==> config.mk <==
export PLATFORM = sky130hd
export DESIGN_NAME = prio_irq_ctrl
export DESIGN_NICKNAME = d
export VERILOG_FILES = /design/src/rtl/prio_irq_pkg.sv /design/src/rtl/prio_pick.sv /design/src/rtl/prio_irq_datapath.sv /design/src/rtl/prio_irq_control.sv /design/src/rtl/prio_irq_ctrl.sv
export SDC_FILE = /design/constraint.sdc
export NUM_CORES = 1
export LEC_CHECK = 0
export CORE_MARGIN = 2
export CORE_UTILIZATION = 48
export DETAILED_ROUTE_END_ITERATION = 10
export PLACE_DENSITY_LB_ADDON = 0.05
export SLEW_MARGIN = 10
export SYNTH_ARGS = -nofsm -noshare
export SYNTH_HDL_FRONTEND = slang
export SYNTH_SLANG_ARGS = --single-unit
==> constraint.sdc <==
create_clock -name clk -period 3 [get_ports clk]
set_input_delay 0.45 -clock clk [delete_from_list [all_inputs] [get_ports clk]]
set_output_delay 0.45 -clock clk [all_outputs]
set_load 0.05 [all_outputs]
==> src/rtl/prio_irq_pkg.sv <==
package prio_irq_pkg;

  typedef enum logic {
    ST_IDLE = 1'b0,
    ST_WAIT = 1'b1
  } ctlState_t;

  typedef struct packed {
    logic loadVec;
    logic take;
    logic popIsr;
  } ctlStrobe_t;

endpackage

==> src/rtl/prio_pick.sv <==
module prio_pick #(
  parameter int WIDTH = 8,
  localparam int IDX_W = (WIDTH > 1) ? $clog2(WIDTH) : 1
) (
  input  logic [WIDTH-1:0] bits,
  output logic [IDX_W-1:0] idx,
  output logic             any
);

  always_comb begin
    idx = '0;
    any = 1'b0;
    for (int i = 0; i < WIDTH; i++) begin
      if (bits[i]) begin
        idx = IDX_W'(i);
        any = 1'b1;
      end
    end
  end

endmodule

==> src/rtl/prio_irq_datapath.sv <==
module prio_irq_datapath
  import prio_irq_pkg::*;
#(
  parameter int NUM_LINES = 8,
  parameter int VEC_W = 8,
  parameter logic [VEC_W-1:0] BASE_RESET = 8'h20,
  localparam int IDX_W = (NUM_LINES > 1) ? $clog2(NUM_LINES) : 1
) (
  input  logic                 clk,
  input  logic                 rstN,
  input  logic [NUM_LINES-1:0] irqReq,
  input  logic                 maskWr,
  input  logic [NUM_LINES-1:0] maskData,
  input  logic                 baseWr,
  input  logic [VEC_W-1:0]     baseData,
  input  ctlStrobe_t           strobe,
  output logic                 anyElig,
  output logic [VEC_W-1:0]     vectorOut,
  output logic [NUM_LINES-1:0] causeOut,
  output logic [NUM_LINES-1:0] statusOut
);

  logic [NUM_LINES-1:0] pendQ, maskQ, isrQ;
  logic [VEC_W-1:0]     baseQ, vecQ;
  logic [IDX_W-1:0]     selIdxQ;

  logic [NUM_LINES-1:0] cause, elig, takeBit, popBit;
  logic [IDX_W-1:0]     topIdx, winIdx;
  logic                 anyIsr;

  assign cause = pendQ & ~maskQ;

  prio_pick #(.WIDTH(NUM_LINES)) uTopIsr (
    .bits(isrQ),
    .idx (topIdx),
    .any (anyIsr)
  );

  // a line is eligible when unmasked, pending, and above the nesting level
  for (genvar i = 0; i < NUM_LINES; i++) begin : gElig
    assign elig[i] = cause[i] && (!anyIsr || (IDX_W'(i) > topIdx));
  end

  prio_pick #(.WIDTH(NUM_LINES)) uWinner (
    .bits(elig),
    .idx (winIdx),
    .any (anyElig)
  );

  always_comb begin
    takeBit = '0;
    popBit  = '0;
    if (strobe.take) takeBit[selIdxQ] = 1'b1;
    if (strobe.popIsr && anyIsr) popBit[topIdx] = 1'b1;
  end

  always_ff @(posedge clk or negedge rstN) begin
    if (!rstN) begin
      pendQ   <= '0;
      maskQ   <= '0;
      baseQ   <= BASE_RESET;
      isrQ    <= '0;
      vecQ    <= '0;
      selIdxQ <= '0;
    end else begin
      pendQ <= (pendQ | irqReq) & ~takeBit;
      isrQ  <= (isrQ & ~popBit) | takeBit;
      if (maskWr) maskQ <= maskData;
      if (baseWr) baseQ <= baseData;
      if (strobe.loadVec) begin
        vecQ    <= baseQ + VEC_W'(winIdx);
        selIdxQ <= winIdx;
      end
    end
  end

  assign vectorOut = vecQ;
  assign causeOut  = cause;
  assign statusOut = isrQ;

  AST_NEST_ONLY_HIGHER: assert property (@(posedge clk) disable iff (!rstN)
    strobe.loadVec && anyIsr |-> winIdx > topIdx);
  AST_GRANT_UNMASKED: assert property (@(posedge clk) disable iff (!rstN)
    strobe.loadVec |-> !maskQ[winIdx] && pendQ[winIdx]);
  AST_EOI_POPS_ONE: assert property (@(posedge clk) disable iff (!rstN)
    strobe.popIsr && anyIsr && !strobe.take
    |=> $countones(isrQ) == $past($countones(isrQ)) - 1);

endmodule

==> src/rtl/prio_irq_control.sv <==
module prio_irq_control
  import prio_irq_pkg::*;
(
  input  logic       clk,
  input  logic       rstN,
  input  logic       anyElig,
  input  logic       intAck,
  input  logic       eoi,
  output ctlStrobe_t strobe,
  output logic       intOut
);

  ctlState_t stateQ, stateD;

  always_comb begin
    stateD         = stateQ;
    strobe.loadVec = 1'b0;
    strobe.take    = 1'b0;
    strobe.popIsr  = eoi;
    case (stateQ)
      ST_IDLE: begin
        if (anyElig) begin
          strobe.loadVec = 1'b1;
          stateD         = ST_WAIT;
        end
      end
      ST_WAIT: begin
        if (intAck) begin
          strobe.take = 1'b1;
          stateD      = ST_IDLE;
        end
      end
      default: stateD = ST_IDLE;
    endcase
  end

  always_ff @(posedge clk or negedge rstN) begin
    if (!rstN) stateQ <= ST_IDLE;
    else       stateQ <= stateD;
  end

  assign intOut = (stateQ == ST_WAIT);

  AST_GRANT_RAISES: assert property (@(posedge clk) disable iff (!rstN)
    strobe.loadVec |=> intOut);

endmodule

==> src/rtl/prio_irq_ctrl.sv <==
module prio_irq_ctrl
  import prio_irq_pkg::*;
#(
  parameter int NUM_LINES = 8,
  parameter int VEC_W = 8
) (
  input  logic                 clk,
  input  logic                 rstN,
  input  logic [NUM_LINES-1:0] irqReq,
  input  logic                 maskWr,
  input  logic [NUM_LINES-1:0] maskData,
  input  logic                 baseWr,
  input  logic [VEC_W-1:0]     baseData,
  input  logic                 intAck,
  input  logic                 eoi,
  output logic                 intOut,
  output logic [VEC_W-1:0]     vectorOut,
  output logic [NUM_LINES-1:0] causeOut,
  output logic [NUM_LINES-1:0] statusOut
);

  ctlStrobe_t strobe;
  logic       anyElig;

  prio_irq_datapath #(
    .NUM_LINES(NUM_LINES),
    .VEC_W    (VEC_W)
  ) uDatapath (
    .clk      (clk),
    .rstN     (rstN),
    .irqReq   (irqReq),
    .maskWr   (maskWr),
    .maskData (maskData),
    .baseWr   (baseWr),
    .baseData (baseData),
    .strobe   (strobe),
    .anyElig  (anyElig),
    .vectorOut(vectorOut),
    .causeOut (causeOut),
    .statusOut(statusOut)
  );

  prio_irq_control uControl (
    .clk    (clk),
    .rstN   (rstN),
    .anyElig(anyElig),
    .intAck (intAck),
    .eoi    (eoi),
    .strobe (strobe),
    .intOut (intOut)
  );

  AST_HOLD_UNTIL_ACK: assert property (@(posedge clk) disable iff (!rstN)
    intOut && !intAck |=> intOut && $stable(vectorOut));
  AST_ACK_DROPS: assert property (@(posedge clk) disable iff (!rstN)
    intOut && intAck |=> !intOut && (statusOut != '0));
  AST_IDLE_ACK_NOP: assert property (@(posedge clk) disable iff (!rstN)
    !intOut && intAck && !eoi |=> $stable(statusOut));

endmodule

---- Word level (Yosys, flattened, before mapping) ----
Cells that the tools add are included.
word-level totals
  word-level logic and storage cells ...... 91
  output and inout bits ................... 25
  input port bits ......................... 30
  register bits ........................... 44
cells by class
  $add $sub $neg .......................... 1
  reduce and logical (&&, ||, !) cells .... 20
  bitwise operators ....................... 9
  mux-type cells .......................... 42
  $lt $le $gt $ge ......................... 12
operators with widths
  operator              count
  $mux W3               12
  $mux W1               25
  $and A8 B8 Y8         3
  $not A8 Y8            3
  $mux W8               2
  $or A8 B8 Y8          2
  $gt A3 B3 Y1 const A  4
  $logic_and A1 B1 Y1   11
  $add A8 B3 Y8         1
  $logic_or A1 B1 Y1    8
  $lt A3 B4 Y1 const B  2
  $demux W1 S3          2
  $ge A3 B1 Y1 const B  2
  $gt A1 B3 Y1 const A  2
  $gt A2 B3 Y1 const A  2
  $pmux W1 S2           1
  $logic_not A1 Y1      1
  $not A1 Y1            1

---- Longest topological paths before layout ----
Gate-level depths: netlist (run 1).
  depth after elaboration ................. 21
  gate-level depth with buffers ........... 10
  mapped depth without buffers ............ 10

---- Cells and area by module ----
Synthesis (run 1) repeated with hierarchy kept, for this count alone.
second synthesis, totals
  cells, all modules ...................... 213
  area, all modules ....................... 2189.6 um2
modules (own cells, without submodules)
  module             sequential area each (um2)  cells an instance  instances  area each (um2)
  prio_irq_datapath  1077.3                      183                1          2014.4
  prio_pick          0.0                         12                 2          57.6
  prio_irq_control   25.0                        6                  1          60.1

---- Least setup slack after synthesis (run 1) ----
Ideal clock, no wire load.
  kind .................................... reg-to-reg
  start point ............................. reg uDatapath.maskQ[3]
  end point ............................... reg uDatapath.vecQ[7] (netlist: uDatapath.vectorOut[7])
  setup time .............................. 125 ps
  path slack .............................. 19 ps
  required time ........................... 2875 ps
  data arrival time ....................... 2856 ps
  path buffers ............................ 0
  stages on the path, launching flop included .. 10
  cell sequence ........................... dfrtp_1 > nor2b_1 > nor2_1 > o31ai_1 > ha_1 > a21o_1 > a21oi_1 > nor3b_1 > xor2_1 > mux2_2
on the way
  elaborated cells between the ends (all ways) .. 16
RTL lines
  element                       RTL line                 RTL
  start: declaration            prio_irq_datapath.sv:23  logic [NUM_LINES-1:0] pendQ, maskQ, isrQ;
  start signal: assignment      prio_irq_datapath.sv:68  if (maskWr) maskQ <= maskData;
  $not A8 Y8                    prio_irq_datapath.sv:31  assign cause = pendQ & ~maskQ;
  $and A8 B8 Y8                 prio_irq_datapath.sv:31
  via causeOut[3]               prio_irq_ctrl.sv:18      output logic [NUM_LINES-1:0] causeOut,
  $logic_and A1 B1 Y1           prio_irq_datapath.sv:41  assign elig[i] = cause[i] && (!anyIsr || (IDX_W'(i) > topIdx));
  $mux W3 (5 in series)         prio_pick.sv:14          if (bits[i]) begin
  via uDatapath.uWinner.idx[1]  prio_pick.sv:6           output logic [IDX_W-1:0] idx,
  $add A8 B3 Y8                 prio_irq_datapath.sv:71  vecQ <= baseQ + VEC_W'(winIdx);
  end signal: assignment        prio_irq_datapath.sv:71
  end: declaration              prio_irq_datapath.sv:24  logic [VEC_W-1:0] baseQ, vecQ;
The timed path passes the listed nets, and every way through them passes these cells.
A chain may end at the register's enable or synchronous reset.

---- Final worst setup path (run 1) ----
  start point ............................. reg uDatapath.isrQ[5] (netlist: uDatapath.statusOut[5])
  end point ............................... reg uDatapath.vecQ[7] (netlist: uDatapath.vectorOut[7])
on the way
  elaborated cells between the ends (all ways) .. 49
RTL lines
  element                                                  RTL line                 RTL
  start: declaration                                       prio_irq_datapath.sv:23
  start signal: assignment                                 prio_irq_datapath.sv:67  isrQ <= (isrQ & ~popBit) | takeBit;
  $mux W3 / $mux W1 (equally long branches) (3 in series)  prio_pick.sv:14
  $gt A2 B3 Y1 / $logic_not A1 Y1 (equally long branches)  prio_irq_datapath.sv:41
  $logic_or A1 B1 Y1                                       prio_irq_datapath.sv:41
  $logic_and A1 B1 Y1                                      prio_irq_datapath.sv:41
  $mux W3 (5 in series)                                    prio_pick.sv:14
  $mux W3 (*)                                              prio_pick.sv:14
  via uDatapath.uWinner.idx[1]                             prio_pick.sv:6
  $add A8 B3 Y8 (*)                                        prio_irq_datapath.sv:71
The timed path passes the listed nets; every way through them passes the cells marked *.

==> impl_metrics.csv, run 1 <==
group,metric,value,unit
worst_setup_path,cp.arrival,2.85,ns
cts,cts_root_buffer,"clkbuf_8",
detailed_routing,vias,1587,
finish,fin_util,0.676,
power,comb_power_share,0.565,
logic_synthesis,ys_ff_latch,44,
logic_synthesis,synth_ff_type,"dfrtp_1",
worst_setup_path,cp_max_fo,5,
logic_synthesis,avgSynthCellArea,12.1,sq um
logic_synthesis,synthXorXnorAreaFrac,0.0256,
placed_design,gp_congestion,0.923,
detailed_routing,ant_nets,0,
sta,fin_hold_ws,0.303,ns
detailed_routing,avgViaCountPerCell,5.67,
cts,ctsHoldBuffers,0,
worst_setup_path,worstPathRequired,3.17,ns
finish,layout-drive-gt1-share,0.178,
logic_synthesis,synth_fa_ha_area_frac,0.0281,
power,p_leak,1.13,nW
job,maxCapViolations,0,
grt,track_usage,0.207,
detailed_routing,drt_iter0_drc,90,
sta,period_share,0.892,
floorplanning,io-pin-count,55,
sta,fin_skew,0.0122,ns
power,swShare,0.461,
finish,layout_commonest_cell,"clkdlybuf4s50_1",
sta,hold_viol_final,0,
grt,first_global_vias,1626,
sta,finalSetupViolCount,0,
finish,finalNetCount,263,
sta,tightest_slew,0.980,ns
grt,grt_max_degree,45,
logic_synthesis,yosysSeqAreaShare,0.538,
logic_synthesis,synth_compound_area_frac,0.136,
logic_synthesis,synth-simple-area-share,0.110,
logic_synthesis,synthTopCellsByArea,"dfrtp_1, mux2_2, nor2b_1",
finish,register_area,1100,sq um
power,powerDensity,1120,nW/um^2
logic_synthesis,synthesis.area,2050,sq um
detailed_routing,wl_per_cell,16.5,microns
floorplanning,initial_utilization,0.505,
power,clock_power_share,0.123,
floorplanning,row_count,23,
finish,diodes,0,
sta,maxSlewHeadroom,0.347,
sta,layout_min_cycle_time,2.68,ns
worst_setup_path,end_kind,"register",
grt,grt_pass1_wl,7890,microns
logic_synthesis,syn_inst,170,
floorplanning,dieArea,4810,sq um
floorplanning,die_h,69.3,microns
finish,area_delta_synth_final,33.8,%
detailed_routing,dr.pass1.iters,4,
logic_synthesis,synth_mux_area_frac,0.142,
finish,fillers,321,
finish,layout_common_cells,"clkdlybuf4s50_1, dfrtp_1, mux2_2, nor2_1, o21ai_0",
logic_synthesis,synth_top_family_by_area,"multiplexers",
logic_synthesis,syn-num-nets,204,
cts,cts_tree,"yes",
finish,multi_input_area,911,sq um
hold_path,min_path_type,"in2async",
sta,drv_slew,0,
power,seqPwrFrac,0.312,
cts,post_cts_buffers,0,
power,ir_drop,704,uV
cts,htreeDepth,2,
cts,cts_num_sinks,44,
power,internal_power,1.66,mW
detailed_routing,drc,0,
sta,clock.fmax,374,MHz
worst_setup_path,path_class,"reg2reg",
floorplanning,die_w,69.3,microns
logic_synthesis,synth_top_area_frac,0.525,
grt,grt_overflow_total,0,
floorplanning,core_area,4060,sq um
status,outcome,"finished clean",
worst_setup_path,crit_path_start_kind,"register",
logic_synthesis,synth-async-reset-ratio,1.00,
logic_synthesis,yosysUniqueCellTypes,38,
logic_synthesis,synth_top_area_cell,"dfrtp_1",
cts,clock_latency,0.30,ns
logic_synthesis,synth_edf_count,0,
placed_design,port_buffers,54,
power,p_sw,1.42,mW
detailed_routing,drt-total-wl,4610,microns
sta,rsz0062_at_grt,"no",
cts,cts-buffers-inserted,5,
grt,antenna_found_initial,0,
cts,clk_path_buf_depth,2,
sta,setup_tns,0,ns
logic_synthesis,ys_warn_count,0,
placed_design,hpwl,3530,microns
cts,clk_pin_slew,0.09,ns
sequential cells by signal, indices dropped and copies added, names as in the netlist:
signal,count
uDatapath.maskQ,8
uDatapath.selIdxQ,3
uDatapath.pendQ,8
uControl.intOut,1
uDatapath.vectorOut,8
uDatapath.baseQ,8
uDatapath.statusOut,8
logic make-up after synthesis:
group	count (synthesis)
AOI/OAI and AO/OA	38
adders and majority gates	4
and+or+nand+nor	41
muxes	26
xor gates and xnor gates	6
buffers and inverters	11
DFF	44
metrics by stage:
stage	setup WS (ns)	instance area [sq um]	cells	total power, mW
floorplan	0.0190	2050	170	2.16
global placement	0.323	2640	272	2.68
detailed placement	0.256	2640	272	2.70
CTS	0.207	2740	280	3.09
global route	0.135	2740	280	3.27
finish	0.324	2740	280	3.07
worst max-delay path: stages, from the launching register on:
cell,delay [ns]
dfrtp_1,0.45
nor3_4,0.28
nand2_2,0.14
o31ai_2,0.41
ha_1,0.30
a21o_1,0.15
a21oi_1,0.28
nor3b_1,0.11
xor2_1,0.15
mux2_2,0.28
synth_stat cells, drive strengths merged, types with 3 or more instances:
| master | number |
|---|---|
| nor2b | 9 |
| nand2 | 8 |
| o22a | 4 |
| inv | 8 |
| nor3b | 4 |
| o21ai | 10 |
| a21o | 3 |
| dfrtp | 43 |
| a21oi | 7 |
| nor2 | 11 |
| ha | 3 |
| clkbuf | 3 |
| xor2 | 4 |
| mux2 | 25 |
| nor3 | 3 |
worst paths after layout:
path                                           to                   start  slack (ns)  cells after the start
max                        uDatapath.vectorOut[7]  uDatapath.statusOut[5]        0.32                      9
min                            uDatapath.maskQ[4]                    rstN        0.30                      1
max reg2reg                uDatapath.vectorOut[7]  uDatapath.statusOut[5]        0.32                      9
min reg2reg                    uDatapath.pendQ[3]      uDatapath.pendQ[3]        0.50                      1
max in group asynchronous      uDatapath.baseQ[3]                    rstN        2.07                      1
min in group clk               uDatapath.pendQ[3]      uDatapath.pendQ[3]        0.50                      1
timing repair:
item                                    4_1_cts  5_1_grt
resized for setup                             0        1
endpoints found under the setup margin        0        2
endpoints found under the hold margin         0        0
final cells by class:
class,count,area share
Multi-Input combinational cell,115,0.332
Clock buffer,6,0.0301
Sequential cell,44,0.402
Tap cell,50,0.0228
Inverter,8,0.0110
Timing Repair Buffer,55,0.198
Clock inverter,2,0.00365
power groups by stage:
stage	registers, mW	logic, mW	clock network, mW
finish	0.960	1.74	0.378
global route	0.991	1.86	0.418
CTS	0.959	1.74	0.388
detailed placement	0.970	1.73	0
global placement	0.958	1.72	0
floorplan	1.30	0.858	0
layer usage:
metal,global-route usage,vias up,share of wire
li1,-,734,-
met1,0.259,784,0.42
met2,0.345,57,0.50
met3,0.0480,12,0.051
met4,0.0871,0,0.025
met5,0,-,0
Power figures use the tool's default switching activity.
==> run 2, diff against run 1 <==
Settings changed: PLACE_DENSITY_LB_ADDON 0.05 to 0.3.
==> run 2 against run 1 <==
Compared with the run above:
- global-route usage decreased by 0.82 points
- via count decreased by 2.1%
- first-iteration DRC count increased by 1.1%
- cell count decreased by 0.36%
- clock-buffer cell count increased by 2
- maximum frequency decreased by 1.2%
- combinational power decreased by 2%
- sequential power increased by 0.9%
- core utilization decreased by 0.37 points
- routed wire length decreased by 3.7%
- total power decreased by 0.91%
- worst hold slack improved by 0.0024 ns
- largest power group unchanged
==> impl_metrics.csv, run 2 (same netlist as run 1, synthesis figures left out) <==
group,metric,value,unit
detailed_routing,ant_nets,0,
floorplanning,core_area,4060,sq um
detailed_routing,vias,1553,
worst_setup_path,crit_path_start_kind,"register",
worst_setup_path,cp.arrival,2.89,ns
detailed_routing,wl_met3,268,microns
placed_design,gp_congestion,0.885,
sta,setup_tns,0,ns
placed_design,placed_cells,271,
detailed_routing,avgViaCountPerCell,5.57,
sta,tightest_slew,0.961,ns
cts,cts_resized,0,
detailed_routing,drc,0,
finish,diodes,0,
cts,cts_num_sinks,44,
grt,first_global_vias,1579,
detailed_routing,top_layer,"met4",
floorplanning,io-pin-count,55,
finish,fillers,332,
cts,clock_latency,0.29,ns
worst_setup_path,cp_cell_sequence,"nor3_4, nand2_2, o31ai_1, ha_1, a21o_1, a21oi_1, nor3b_1, xor2_1, mux2_2",
detailed_routing,dr_wl_met2,2120,microns
worst_setup_path,reg2reg_from,"uDatapath.statusOut[5]",
finish,finalNetCount,262,
detailed_routing,wl_per_cell,15.9,microns
power,ir_drop,611,uV
cts,cts-buffers-inserted,5,
detailed_routing,drt_iter0_drc,91,
finish,layout_commonest_cell,"clkdlybuf4s50_1",
cts,post_cts_buffers,0,
job,maxCapViolations,0,
cts,clk_path_buf_depth,2,
worst_setup_path,end_kind,"register",
status,outcome,"finished clean",
sta,layout_min_cycle_time,2.71,ns
placed_design,hpwl,3270,microns
detailed_routing,wl_met1,2000,microns
power,powerDensity,1120,nW/um^2
floorplanning,initial_utilization,0.505,
power,p_leak,1.11,nW
cts,cts_root_buffer,"clkbuf_8",
sta,maxSlewHeadroom,0.359,
cts,ctsHoldBuffers,0,
grt,antenna_found_initial,0,
placed_design,port_buffers,54,
worst_setup_path,path_class,"reg2reg",
sta,clock.fmax,369,MHz
worst_setup_path,max_stage_delay,0.49,ns
worst_setup_path,cp_max_fo,5,
floorplanning,row_count,23,
floorplanning,die_w,69.3,microns
worst_setup_path,worst-path-buf-inv,0,
sta,hold_viol_final,0,
finish,fin_util,0.672,
worst_setup_path,cp_slowest_cell,"o31ai_1",
finish,layout_common_cells,"clkdlybuf4s50_1, dfrtp_1, mux2_2, nor2_1, o21ai_0",
sta,period_share,0.902,
sta,finalSetupViolCount,0,
detailed_routing,drt-total-wl,4440,microns
grt,grt_overflow_total,0,
finish,area_delta_synth_final,33.0,%
detailed_routing,dr.pass1.iters,4,
floorplanning,dieArea,4810,sq um
sta,rsz0062_at_grt,"no",
cts,cts_tree,"yes",
grt,grt_pass1_wl,7670,microns
worst_setup_path,critPathTopFamily,"compound AO/OA/AOI/OAI gates",
floorplanning,die_h,69.3,microns
sta,drv_slew,0,
hold_path,min_path_type,"in2async",
grt,track_usage,0.199,
sta,fin_skew,0.00329,ns
grt,grt_max_degree,45,
finish,fin_cells,279,
cts,htreeDepth,2,
worst_setup_path,crit_start,"uDatapath.statusOut[5]",
worst_setup_path,worstPathRequired,3.18,ns
finish,layout-drive-gt1-share,0.162,
cts,clk_pin_slew,0.08,ns
sta,fin_hold_ws,0.306,ns
power,finalPower,3.05,mW
-- run 2: cell types whose count changed in the layout (fill, tap and decap cells not counted), sizes merged --
cell	before	now
clkinv	2	0
clkbuf	6	8
buf	2	1
-- run 2: per-layer routing --
layer,up-vias,GRT usage
li1,732,-
met2,47,0.322
met5,-,0
met3,7,0.0523
met4,0,0.0458
met1,767,0.271
-- run 2: through the flow --
step | cell area, sq um | setup WS (ns)
2_1_floorplan | 2050 | 0.0190
3_3_place_gp | 2640 | 0.387
3_5_place_dp | 2640 | 0.296
4_1_cts | 2730 | 0.276
5_1_grt | 2730 | 0.105
6_report | 2730 | 0.293
-- run 2: area by class of cell --
cell class,count,area (sq um),share of cell area
multi-input combinational,115,906,0.332
sequential,44,1100,0.404
tap,50,62.6,0.0229
timing repair buffer,54,536,0.196
clock buffer,8,90.1,0.0330
inverter,8,30.0,0.0110
-- run 2: worst paths after layout --
check / slack, ns / to / cells past startpoint
max in group asynchronous: 2.10 / uDatapath.baseQ[1] / 1
worst min register to register: 0.49 / uDatapath.pendQ[3] / 1
worst min-delay path: 0.31 / uDatapath.maskQ[5] / 1
worst max register to register: 0.29 / uDatapath.vectorOut[7] / 9
worst max-delay path: 0.29 / uDatapath.vectorOut[7] / 9
min in group clk: 0.49 / uDatapath.pendQ[3] / 1
-- run 2: power breakdown --
part	switching, mW	internal (mW)	leakage, nW	total (mW)
Sequential	0.188	0.781	0.505	0.969
Combinational	1.02	0.682	0.564	1.70
Clock	0.188	0.188	0.0455	0.376
Total	1.39	1.65	1.11	3.05
